## config.mk

```make
export PLATFORM = sky130hd
export DESIGN_NAME = trap_entry_seq
export DESIGN_NICKNAME = d
export VERILOG_FILES = /design/src/rtl/trap_entry_seq.sv
export SDC_FILE = /design/constraint.sdc
export NUM_CORES = 1
export LEC_CHECK = 0
export BUFFER_PORTS_ARGS = -buffer_cell sky130_fd_sc_hd__buf_2
export CORE_MARGIN = 5
export CORE_UTILIZATION = 53
export DETAILED_ROUTE_END_ITERATION = 8
export HOLD_SLACK_MARGIN = 0.05
export PLACE_DENSITY = 0.84
export SYNTH_ARGS = -nofsm -noshare
export SYNTH_HDL_FRONTEND = slang
export SYNTH_SLANG_ARGS = --single-unit
export TNS_END_PERCENT = 100
```

## constraint.sdc

```tcl
create_clock -name clk -period 4.9 [get_ports clk]
set_clock_uncertainty 0.2 [all_clocks]
set_input_delay 0.245 -clock clk [delete_from_list [all_inputs] [get_ports clk]]
set_output_delay 0.245 -clock clk [all_outputs]
set_load 0.01 [all_outputs]
```

## src/rtl/trap_entry_seq.sv

```systemverilog
module trap_entry_seq #(
  parameter int W = 32
) (
  input  logic         clk,
  input  logic         rst_n,
  input  logic         ev_valid,
  input  logic [3:0]   ev_code,
  input  logic [W-1:0] cur_pc,
  input  logic [W-1:0] priv_base,
  input  logic         rfe_req,
  output logic         redirect,
  output logic [W-1:0] new_pc,
  output logic [W-1:0] new_npc,
  output logic [W-1:0] exc_addr,
  output logic         exc_addr_upd,
  output logic         enter_priv,
  output logic         leave_priv,
  output logic         illegal_op
);
  localparam logic [3:0] C_ARITH = 4'd2;
  localparam logic [3:0] C_INTR  = 4'd3;
  localparam logic [3:0] C_UNIMP = 4'd12;
  localparam logic [3:0] C_PCALL = 4'd14;
  localparam logic [3:0] C_IOVF  = 4'd15;

  function automatic logic [13:0] vec_off(input logic [3:0] c);
    case (c)
      4'd0:           vec_off = 14'h0001;
      4'd1:           vec_off = 14'h0401;
      4'd2, 4'd15:    vec_off = 14'h0501;
      4'd3:           vec_off = 14'h0101;
      4'd4:           vec_off = 14'h0201;
      4'd5:           vec_off = 14'h0281;
      4'd6:           vec_off = 14'h0301;
      4'd7, 4'd8:     vec_off = 14'h0381;
      4'd9, 4'd10:    vec_off = 14'h0181;
      4'd11:          vec_off = 14'h0081;
      4'd12:          vec_off = 14'h0481;
      4'd13:          vec_off = 14'h0581;
      default:        vec_off = 14'h2001;
    endcase
  endfunction

  logic         priv_now, bad_rfe, good_rfe, any_req, skip, keep, save;
  logic [3:0]   eff_code;
  logic [W-1:0] vec, target;

  assign priv_now = cur_pc[0];
  assign bad_rfe  = rfe_req && !ev_valid && !priv_now;
  assign good_rfe = rfe_req && !ev_valid && priv_now;
  assign any_req  = ev_valid || rfe_req;
  assign eff_code = ev_valid ? ev_code : C_UNIMP;
  assign vec      = priv_base + W'(vec_off(eff_code));
  assign target   = good_rfe ? exc_addr : vec;
  assign skip     = ev_valid && (ev_code == C_ARITH || ev_code == C_IOVF || ev_code == C_PCALL);
  assign keep     = ev_valid && ev_code == C_INTR && priv_now;
  assign save     = (ev_valid || bad_rfe) && !keep;

  always_ff @(posedge clk) begin
    if (!rst_n) begin
      redirect     <= 1'b0;
      new_pc       <= '0;
      new_npc      <= '0;
      exc_addr     <= '0;
      exc_addr_upd <= 1'b0;
      enter_priv   <= 1'b0;
      leave_priv   <= 1'b0;
      illegal_op   <= 1'b0;
    end else begin
      redirect     <= any_req;
      if (any_req) begin
        new_pc  <= target;
        new_npc <= target + W'(4);
      end
      if (save) exc_addr <= cur_pc + (skip ? W'(4) : W'(0));
      exc_addr_upd <= save;
      enter_priv   <= (ev_valid || bad_rfe) && !priv_now;
      leave_priv   <= good_rfe && !exc_addr[0];
      illegal_op   <= bad_rfe;
    end
  end

  AST_RESET_QUIET: assert property (@(posedge clk) !rst_n |=> !redirect && !exc_addr_upd && !illegal_op) else $error("AST_RESET_QUIET");
  AST_NPC_STEP: assert property (@(posedge clk) disable iff (!rst_n) redirect |-> new_npc - new_pc == W'(4)) else $error("AST_NPC_STEP");
  AST_INTR_KEEP: assert property (@(posedge clk) disable iff (!rst_n) $past(keep) |-> $stable(exc_addr) && !exc_addr_upd) else $error("AST_INTR_KEEP");
  AST_ENTER_FROM_USER: assert property (@(posedge clk) disable iff (!rst_n) enter_priv |-> redirect && !$past(cur_pc[0])) else $error("AST_ENTER_FROM_USER");
  AST_MODE_EXCL: assert property (@(posedge clk) disable iff (!rst_n) !(enter_priv && leave_priv)) else $error("AST_MODE_EXCL");
  AST_RFE_TARGET: assert property (@(posedge clk) disable iff (!rst_n) $past(good_rfe) |-> redirect && new_pc == $past(exc_addr) && $stable(exc_addr)) else $error("AST_RFE_TARGET");
  AST_ILLEGAL_VEC: assert property (@(posedge clk) disable iff (!rst_n) illegal_op |-> new_pc == $past(priv_base) + W'(14'h0481) && exc_addr == $past(cur_pc)) else $error("AST_ILLEGAL_VEC");
endmodule

```

# --- Yosys cells after proc, flatten, opt, wreduce, memory -nomap -nowiden ---
# Memories as Yosys holds them, arrays and structs flattened.
# Cells that the tools add are included.
op_classes:
  addsub: 3
  mul: 0
  n_div: 0
  n_lt_le_gt_ge: 0
  eq_ne: 4
  shifts: 0
  n_mux: 3
  bitwise_logic: 0
  n_reduce_logical: 17
op_table:
  columns: ["cell", "count"]
  rows:
  - ["$add A32 B14 Y32", 1]
  - ["$add A32 B3 Y32", 1]
  - ["$add A32 B3 Y32 const B", 1]
  - ["$mux W32", 1]
  - ["$logic_and A1 B1 Y1", 9]
  - ["$eq A4 B2 Y1 const B", 2]
  - ["$eq A4 B4 Y1 const B", 2]
  - ["$logic_not A1 Y1", 4]
  - ["$logic_or A1 B1 Y1", 4]
  - ["$mux W4", 1]
  - ["$mux W3", 1]
totals:
  regBits: 101
  latchBits: 0
  mem_bits_rw: 0
  rom_bits: 80
  input_bits: 72
  elab_cells: 36
  n_memories: 1
mem_list:
  columns: ["memory", "words", "width", "read_ports", "rd_clocked_by_memory_dff", "wr", "line_no", "source"]
  rows:
  - ["(name not given)", 16, 5, 1, 0, 0, "27", "case (c)"]

# --- Longest topological paths before layout ---
# Gate-level depths: netlist of run 1.
depth:
  word_depth: 6
  ltp_mapped: 17
  mapped_depth_nobuf: 15

# --- Least setup slack after synthesis of run 1 ---
# No wires, ideal clock.
synth_path:
  path_kind: "input to register"
  from: "input ev_code[3]"
  to: "register new_npc[31]"
  setup_time_ns: 0.062
  arrival_ns: 3.877
  setup_slack_ns: 0.762
  path_stages: 14
  n_path_buf: 2
  cell_sequence: "clkbuf_1 nor4b_1 o21a_1 ha_1 buf_2 o21ai_1 a21oi_2 o41a_2 and4_1 o31ai_1 or3b_4 or3b_4 or4_1 nand3_1"
synth_via:
  elab_chain_len: 5
synth_lines:
  columns: ["item", "line_no", "source"]
  rows:
  - ["start, declared", "7", "input logic [3:0] ev_code,"]
  - ["$mux W4", "52", "assign eff_code = ev_valid ? ev_code : C_UNIMP;"]
  - ["$mem_v2 Z16 W5", null, null]
  - ["$add A32 B14 Y32", "53", "assign vec = priv_base + W'(vec_off(eff_code));"]
  - ["$mux W32", "54", "assign target = good_rfe ? exc_addr : vec;"]
  - ["$add A32 B3 Y32", "73", "new_npc <= target + W'(4);"]
  - ["end signal, assigned", "73", null]
  - ["end, declared", "13", "output logic [W-1:0] new_npc,"]
# No other way between the ends.
# A chain may end at the register's enable or synchronous reset.

# --- Worst setup path after layout of run 1 ---
layout_path:
  from: "input ev_valid"
  to: "register new_npc[31]"
layout_via:
  elab_chain_len: 5
layout_lines:
  columns: ["item", "line_no", "source"]
  rows:
  - ["start, declared", "6", "input logic ev_valid,"]
  - ["$mux W4 / $logic_not A1 Y1 (equally long branches)", "52, 50", null]
  - ["$mem_v2 Z16 W5 / $logic_and A1 B1 Y1 (equally long branches)", null, null]
  - ["$add A32 B14 Y32 / $logic_and A1 B1 Y1 (equally long branches)", "53, 50", null]
  - ["$mux W32", "54", null]
  - ["$add A32 B3 Y32", "73", null]
# Several ways; a longest one is shown, not always the timed one.

==> qor.log, run 1 <==
[status] run status complete, no violations
[setup_path] Req. time, crit path 4.99 ns
[placement] # placed instances 1106
[die] number of rows in the core area 39
[route] final antenna-violating net count 0
[power_and_ir_drop] maximum ir drop on the vdd rail 0.1973 mV
[die] chip height 119.0 um
[power_and_ir_drop] pwr/cell area 293.1 nW/um^2
[logic_synthesis] main combinational cell family by area after synthesis simple AND/OR/NAND/NOR gates
[sta] total negative slack for setup checks 0 ns
[clock_tree] deepest clock path buffer count 2
[final_layout] non-filler cells in the finished layout 1139
[placement] worst setup slack after placement 0.5349 ns
[clock_tree] number of instances resized during post-cts repair 0
[logic_synthesis] area share of fa/ha/maj cells after synthesis 1.988%
[final_layout] fraction of final layout cells with drive strength greater than 1 22.09%
[clock_tree] TritonCTS clock tree done
[logic_synthesis] Post-synth EDFFs 0
[sta] clock period minus worst slack 4.469 ns
[logic_synthesis] Compound-Gate Fraction of Synth Area 23.42%
[route] initial detailed-routing violation count 882
[logic_synthesis] synthesized netlist net count 922
[setup_path] class of the most critical setup path input pin to flop
[clock_tree] H-tree depth 3
[die] full die area 14150 sq um
[final_layout] count of nets after finishing 1074
[sta] crit path setup slack, layout 0.4314 ns
[setup_path] setup slack of the most critical reg-to-reg path 1.82 ns
[logic_synthesis] synthesized area 6294 sq um
[logic_synthesis] syn_area_per_cell 7.492 sq um
[power_and_ir_drop] leakage power figure 3.316 nW
[setup_path] Worst R2R Start exc_addr[6]
[route] number of DRC violations after detailed routing 0
[logic_synthesis] dominant synthesized flop cell sky130_fd_sc_hd__dfxtp_1
[sta] maximum clock frequency 223.8 MHz
[placement] placed wire-length estimate after detailed placement 16560 um
[die] core outline area 11520 sq um
[clock_tree] Clock transition at path regs 0.08 ns
[setup_path] crit path from ev_valid
[setup_path] element type at the critical path start input pin
[setup_path] Worst Setup End Kind flop
[worst_hold_path] type of the tightest min-delay check input pin to flop
[placement] final weighted congestion in routability-driven placement 1.002
[route] final wirelength 21480 um
[setup_path] worst-case reg-to-reg path depth 7
[setup_path] reg2reg end new_npc[31]
[flow_run] Max Cap Violations 0
[logic_synthesis] synth unique cells 65
[placement] input/output buffers 172
[sta] number of endpoints with negative hold slack in the final report 0
[logic_synthesis] YS warnings 0
[logic_synthesis] post-synthesis async set-or-reset flop share 0%
[global_route] number of antenna violations at the first check in global routing 0
[global_route] total overflow reported by the global router 0
[global_route] all-layer global routing usage 29.40%
[logic_synthesis] portion of synthesized cell area occupied by the leading cell type 31.49%
[logic_synthesis] Synth area leaders sky130_fd_sc_hd__dfxtp_1, sky130_fd_sc_hd__nand2_1, sky130_fd_sc_hd__nor2_1
[global_route] pin count of the biggest net entering global routing 67
[logic_synthesis] number of synthesized register bits 99
[route] first-pass iteration count of the detailed router 5
[final_layout] synthesis-to-finish area growth 22.11%
[clock_tree] number of buffers inserted to repair setup after CTS 0
[setup_path] maximum fanout along the worst path 12
[route] average wire length per cell after detail routing 18.86 um
[logic_synthesis] Post-Synth XOR/XNOR Area 7.237%
[final_layout] antenna diode count 0
[route] via count of the routed design 6960
[global_route] first-pass GRT wire length 33820 um
[logic_synthesis] Synth Instances 840
[global_route] via count of the first global-routing pass 6443
[die] starting utilization of the core area 54.65%
[logic_synthesis] mux share of post-synthesis cell area 2.068%
[clock_tree] TritonCTS buffer count 9
[clock_tree] Skew-Pair Late Insertion Delay 0.36 ns
[logic_synthesis] simple-gate share of the synthesized area 29.11%
[die] width of the die 119.0 um
[sta] RSZ-0062 raised after global routing no
[setup_path] WP data arrival 4.56 ns
[die] number of top-level design ports 173
[sta] part of the cycle the worst path needs 91.20%
[sta] max_slew headroom 35.54%
[logic_synthesis] library cell with the largest summed area after synthesis sky130_fd_sc_hd__dfxtp_1
[setup_path] endpoint of the most critical setup path new_npc[31]
[sta] final slew viol count 0
[logic_synthesis] sequential cell area fraction in the yosys report 31.49%
[final_layout] post-layout utilization of the core 66.73%
[sta] worst-margin pin slew 0.9669 ns
[clock_tree] Root Buffer Master sky130_fd_sc_hd__clkbuf_16
[clock_tree] count of clock tree sinks 99
[route] Avg Vias per Cell 6.111
[sta] count of final setup violators 0
==> critical path, stage by stage <==
cell and delay (ns):
sky130_fd_sc_hd__dlygate4sd3_1 0.54, sky130_fd_sc_hd__buf_2 0.22, sky130_fd_sc_hd__o311ai_0 0.17, sky130_fd_sc_hd__ha_1 0.44, sky130_fd_sc_hd__nand2_1 0.15, sky130_fd_sc_hd__o21ai_1 0.51, sky130_fd_sc_hd__o31ai_1 0.25, sky130_fd_sc_hd__or3_1 0.40
sky130_fd_sc_hd__a31oi_1 0.37, sky130_fd_sc_hd__and4_1 0.40, sky130_fd_sc_hd__nand3_1 0.25, sky130_fd_sc_hd__or4_1 0.52, sky130_fd_sc_hd__nand3_1 0.08
==> report_power, final <==
part / total (W) / switching [W] / internal, W
sequential: 0.000929 / 0.0000539 / 0.000875
combinational: 0.000536 / 0.000331 / 0.000205
clock: 0.000788 / 0.000337 / 0.000451
==> layout make-up <==
| type | count | area, sq um |
|---|---|---|
| Multi-Input combinational cell | 668 | 4030 |
| Clock buffer | 9 | 225.2 |
| Tap cell | 143 | 178.9 |
| Fill cell | 985 | 3831 |
| Clock inverter | 6 | 96.34 |
| Sequential cell | 99 | 1982 |
| Inverter | 13 | 48.80 |
| Timing Repair Buffer | 201 | 1124 |
==> synthesized netlist by cell type (14+ instances only) <==
master                     instances
sky130_fd_sc_hd__a211oi_1         44
sky130_fd_sc_hd__o21ai_0          43
sky130_fd_sc_hd__a21oi_1          47
sky130_fd_sc_hd__xor2_1           24
sky130_fd_sc_hd__xnor2_1          28
sky130_fd_sc_hd__clkbuf_1         47
sky130_fd_sc_hd__or3_1            22
sky130_fd_sc_hd__a311oi_1         14
sky130_fd_sc_hd__nor3_1           20
sky130_fd_sc_hd__nor2_1          105
sky130_fd_sc_hd__o31ai_1          14
sky130_fd_sc_hd__nand3_1          41
sky130_fd_sc_hd__nand2_1         108
sky130_fd_sc_hd__dfxtp_1          99
==> what timing repair did <==
item	in CTS	in global routing
hold endpoints to repair	17	0
setup endpoints to repair	0	0
hold buffers	18	0
==> cells in the final DEF, fill, tap and decap left out, types with 22 or more instances in the layout <==
master	n
sky130_fd_sc_hd__xnor2_1	28
sky130_fd_sc_hd__buf_2	172
sky130_fd_sc_hd__dfxtp_1	99
sky130_fd_sc_hd__nor2_1	104
sky130_fd_sc_hd__a211oi_1	44
sky130_fd_sc_hd__or3_1	22
sky130_fd_sc_hd__xor2_1	24
sky130_fd_sc_hd__o21ai_0	43
sky130_fd_sc_hd__a21oi_1	47
sky130_fd_sc_hd__nand3_1	41
sky130_fd_sc_hd__nand2_1	108
==> kinds of logic after synthesis <==
group,after synthesis
flip-flops,99
AO/OA/AOI/OAI,219
adder cells (fa/ha/maj),10
multiplexers,13
AND/OR/NAND/NOR,374
XOR/XNOR,52
buffers and inverters,73
==> per-layer routing <==
layer | part of all wire [%] | vias up | track usage [%]
li1 | - | 3365 | -
met1 | 42 | 3183 | 39.13
met2 | 46 | 367 | 48.21
met3 | 8.9 | 45 | 5.166
met4 | 2.9 | 0 | 10.21
met5 | 0 | - | 0
==> worst min path at each step <==
stage,start,end,depth (start not counted)
floorplan,rst_n,new_npc[29],2
global placement,new_pc[19],new_pc[19],2
detailed placement,new_pc[19],new_pc[19],2
CTS,cur_pc[9],exc_addr[9],3
global route,cur_pc[9],exc_addr[9],3
finish,cur_pc[22],exc_addr[22],3
==> flip-flops by register name (all words and copies together), names as in the netlist <==
signal	flops
exc_addr	32
leave_priv	1
new_npc	30
enter_priv	1
exc_addr_upd	1
redirect	1
illegal_op	1
new_pc	32
==> through the flow <==
step,hold WS (ns),power [W],instance area (sq um)
after floorplan,0.1833,0.001247,6294
after global placement,0.2353,0.001454,7183
after detailed placement,0.2415,0.001462,7183
after CTS,0.05036,0.002242,7685
after global routing,0.07512,0.002346,7685
final,0.05157,0.002252,7685
No activity file was read; power rests on OpenSTA's default activity.
==> run 2, diff against run 1 <==
--- a/config.mk
+++ b/config.mk
@@ -6,11 +6,12 @@
 export NUM_CORES = 1
 export LEC_CHECK = 0
 export BUFFER_PORTS_ARGS = -buffer_cell sky130_fd_sc_hd__buf_2
+export CAP_MARGIN = 5
 export CORE_MARGIN = 5
 export CORE_UTILIZATION = 53
 export DETAILED_ROUTE_END_ITERATION = 8
 export HOLD_SLACK_MARGIN = 0.05
-export PLACE_DENSITY = 0.84
+export PLACE_DENSITY = 0.88
 export SYNTH_ARGS = -nofsm -noshare
 export SYNTH_HDL_FRONTEND = slang
 export SYNTH_SLANG_ARGS = --single-unit
==> qor.log, run 2 (synthesized netlist as in run 1, its figures left out) <==
[final_layout] fraction of final layout cells with drive strength greater than 1 21.99%
[final_layout] layout filler cell count 1009
[route] final wirelength 21410 um
[route] initial detailed-routing violation count 640
[setup_path] class of the most critical setup path input pin to flop
[final_layout] leading cell types in the layout, fill and taps excluded sky130_fd_sc_hd__buf_2, sky130_fd_sc_hd__nand2_1, sky130_fd_sc_hd__nor2_1
[die] number of top-level design ports 173
[die] chip height 119.0 um
[setup_path] maximum fanout along the worst path 12
[clock_tree] number of buffers inserted to repair setup after CTS 0
[sta] RSZ-0062 raised after global routing no
[clock_tree] Clock transition at path regs 0.07 ns
[setup_path] WP data arrival 4.61 ns
[setup_path] CP peak stage delay 0.54 ns
[sta] count of final setup violators 0
[sta] clock period minus worst slack 4.512 ns
[final_layout] antenna diode count 0
[sta] crit path setup slack, layout 0.3878 ns
[global_route] all-layer global routing usage 29.63%
[clock_tree] H-tree depth 3
[clock_tree] count of clock tree sinks 99
[sta] part of the cycle the worst path needs 92.09%
[sta] max_slew headroom 25.80%
[placement] placed wire-length estimate after detailed placement 16620 um
[route] final antenna-violating net count 0
[power_and_ir_drop] leakage power figure 3.303 nW
[die] core outline area 11520 sq um
[die] starting utilization of the core area 54.65%
[setup_path] Req. time, crit path 5.00 ns
[setup_path] element type at the critical path start input pin
[setup_path] most prevalent standard cell on the critical path sky130_fd_sc_hd__or3b_4
[route] average wire length per cell after detail routing 18.80 um
[clock_tree] number of instances resized during post-cts repair 0
[clock_tree] Root Buffer Master sky130_fd_sc_hd__clkbuf_16
[final_layout] synthesis-to-finish area growth 21.89%
[route] via count of the routed design 6901
[global_route] number of antenna violations at the first check in global routing 0
[global_route] first-pass GRT wire length 33560 um
[placement] final weighted congestion in routability-driven placement 0.9980
[sta] tightest hold margin 0.05637 ns
[route] Avg Vias per Cell 6.059
[route] first-pass iteration count of the detailed router 5
[placement] worst setup slack after placement 0.4568 ns
[die] full die area 14150 sq um
[clock_tree] Skew-Pair Late Insertion Delay 0.36 ns
[final_layout] most frequent standard cell in the layout excluding fill and tap cells sky130_fd_sc_hd__buf_2
[global_route] via count of the first global-routing pass 6482
[worst_hold_path] type of the tightest min-delay check input pin to flop
[setup_path] cells along the critical path dlygate4sd3_1 > buf_2 > o311ai_0 > ha_1 > nand2_1 > o21ai_1 > or3_1 > a32oi_1 > o31ai_1 > or3b_4 > or3b_4 > or4_1 > nand3_1
[route] number of DRC violations after detailed routing 0
[final_layout] count of nets after finishing 1073
[die] number of rows in the core area 39
[sta] worst-margin pin slew 1.109 ns
[clock_tree] TritonCTS clock tree done
[power_and_ir_drop] pwr/cell area 282.7 nW/um^2
[die] width of the die 119.0 um
[sta] final slew viol count 0
[sta] total negative slack for setup checks 0 ns
[placement] input/output buffers 172
[setup_path] Worst Setup End Kind flop
[clock_tree] deepest clock path buffer count 2
[status] run status complete, no violations
[final_layout] largest registers in the final layout exc_addr (32), new_pc (32), new_npc (30)
[sta] number of endpoints with negative hold slack in the final report 0
[flow_run] Max Cap Violations 0
[global_route] total overflow reported by the global router 0
[clock_tree] TritonCTS buffer count 9
[sta] maximum clock frequency 221.6 MHz
[setup_path] slowest stage cell on the critical path sky130_fd_sc_hd__o21ai_1
[global_route] pin count of the biggest net entering global routing 81
[power_and_ir_drop] maximum ir drop on the vdd rail 0.1685 mV
[run 2: what timing repair did]
action	4_1_cts	5_1_grt
hold buffers	19	0
endpoints found under the setup margin	0	0
endpoints found under the hold margin	18	0
[run 2: path summary, 6_finish.rpt]
check                            startpoint           end  slack [ns]  cells after the start
worst max-delay path               ev_valid   new_npc[31]        0.39                     13
worst max register to register  exc_addr[6]   new_npc[31]        1.87                      7
worst min register to register    new_pc[7]     new_pc[7]        0.25                      2
worst min-delay path             cur_pc[21]  exc_addr[21]        0.06                      3
[run 2: cell type report]
cell class              count  area [sq um]  share of cell area, %
inverters                  13         48.80                 0.6361
repair buffers            200          1131                  14.74
multi-input cells         668          4030                  52.54
clock inverters             6         61.31                 0.7992
flip-flops and latches     99          1982                  25.84
clock buffers              10         239.0                  3.115
well taps                 143         178.9                  2.332
[run 2: critical path: cells and delay by family]
kind / cells / cell delay [ns]
and+or+nand+nor: 6 / 1.91
AOI/OAI and AO/OA: 4 / 1.27
buffers and inverters: 2 / 0.73
adders and majority gates: 1 / 0.44
[run 2: report_power, final]
group | internal, W | switching, W | total (W)
clock network | 0.000369 | 0.000334 | 0.000703
registers | 0.000875 | 0.0000567 | 0.000931
logic | 0.000205 | 0.000329 | 0.000534
total | 0.00145 | 0.000720 | 0.00217
[run 2: per-layer routing]
| layer | share of wire (%) | vias to the layer above | GRT usage (%) |
|---|---|---|---|
| li1 | - | 3364 | - |
| met1 | 40 | 3127 | 37.80 |
| met2 | 46 | 352 | 48.81 |
| met3 | 10 | 58 | 5.877 |
| met4 | 3.8 | 0 | 12.82 |
| met5 | 0 | - | 0 |
[run 2: through the flow]
stage | power, W | utilization (%) | cell area, sq um | std cells
final | 0.002169 | 66.61 | 7671 | 1139
after global routing | 0.002265 | 66.61 | 7671 | 1139
after CTS | 0.002168 | 66.61 | 7671 | 1139
after detailed placement | 0.001464 | 62.35 | 7181 | 1104
after global placement | 0.001455 | 62.35 | 7181 | 1104
after floorplan | 0.001247 | - | 6294 | 840
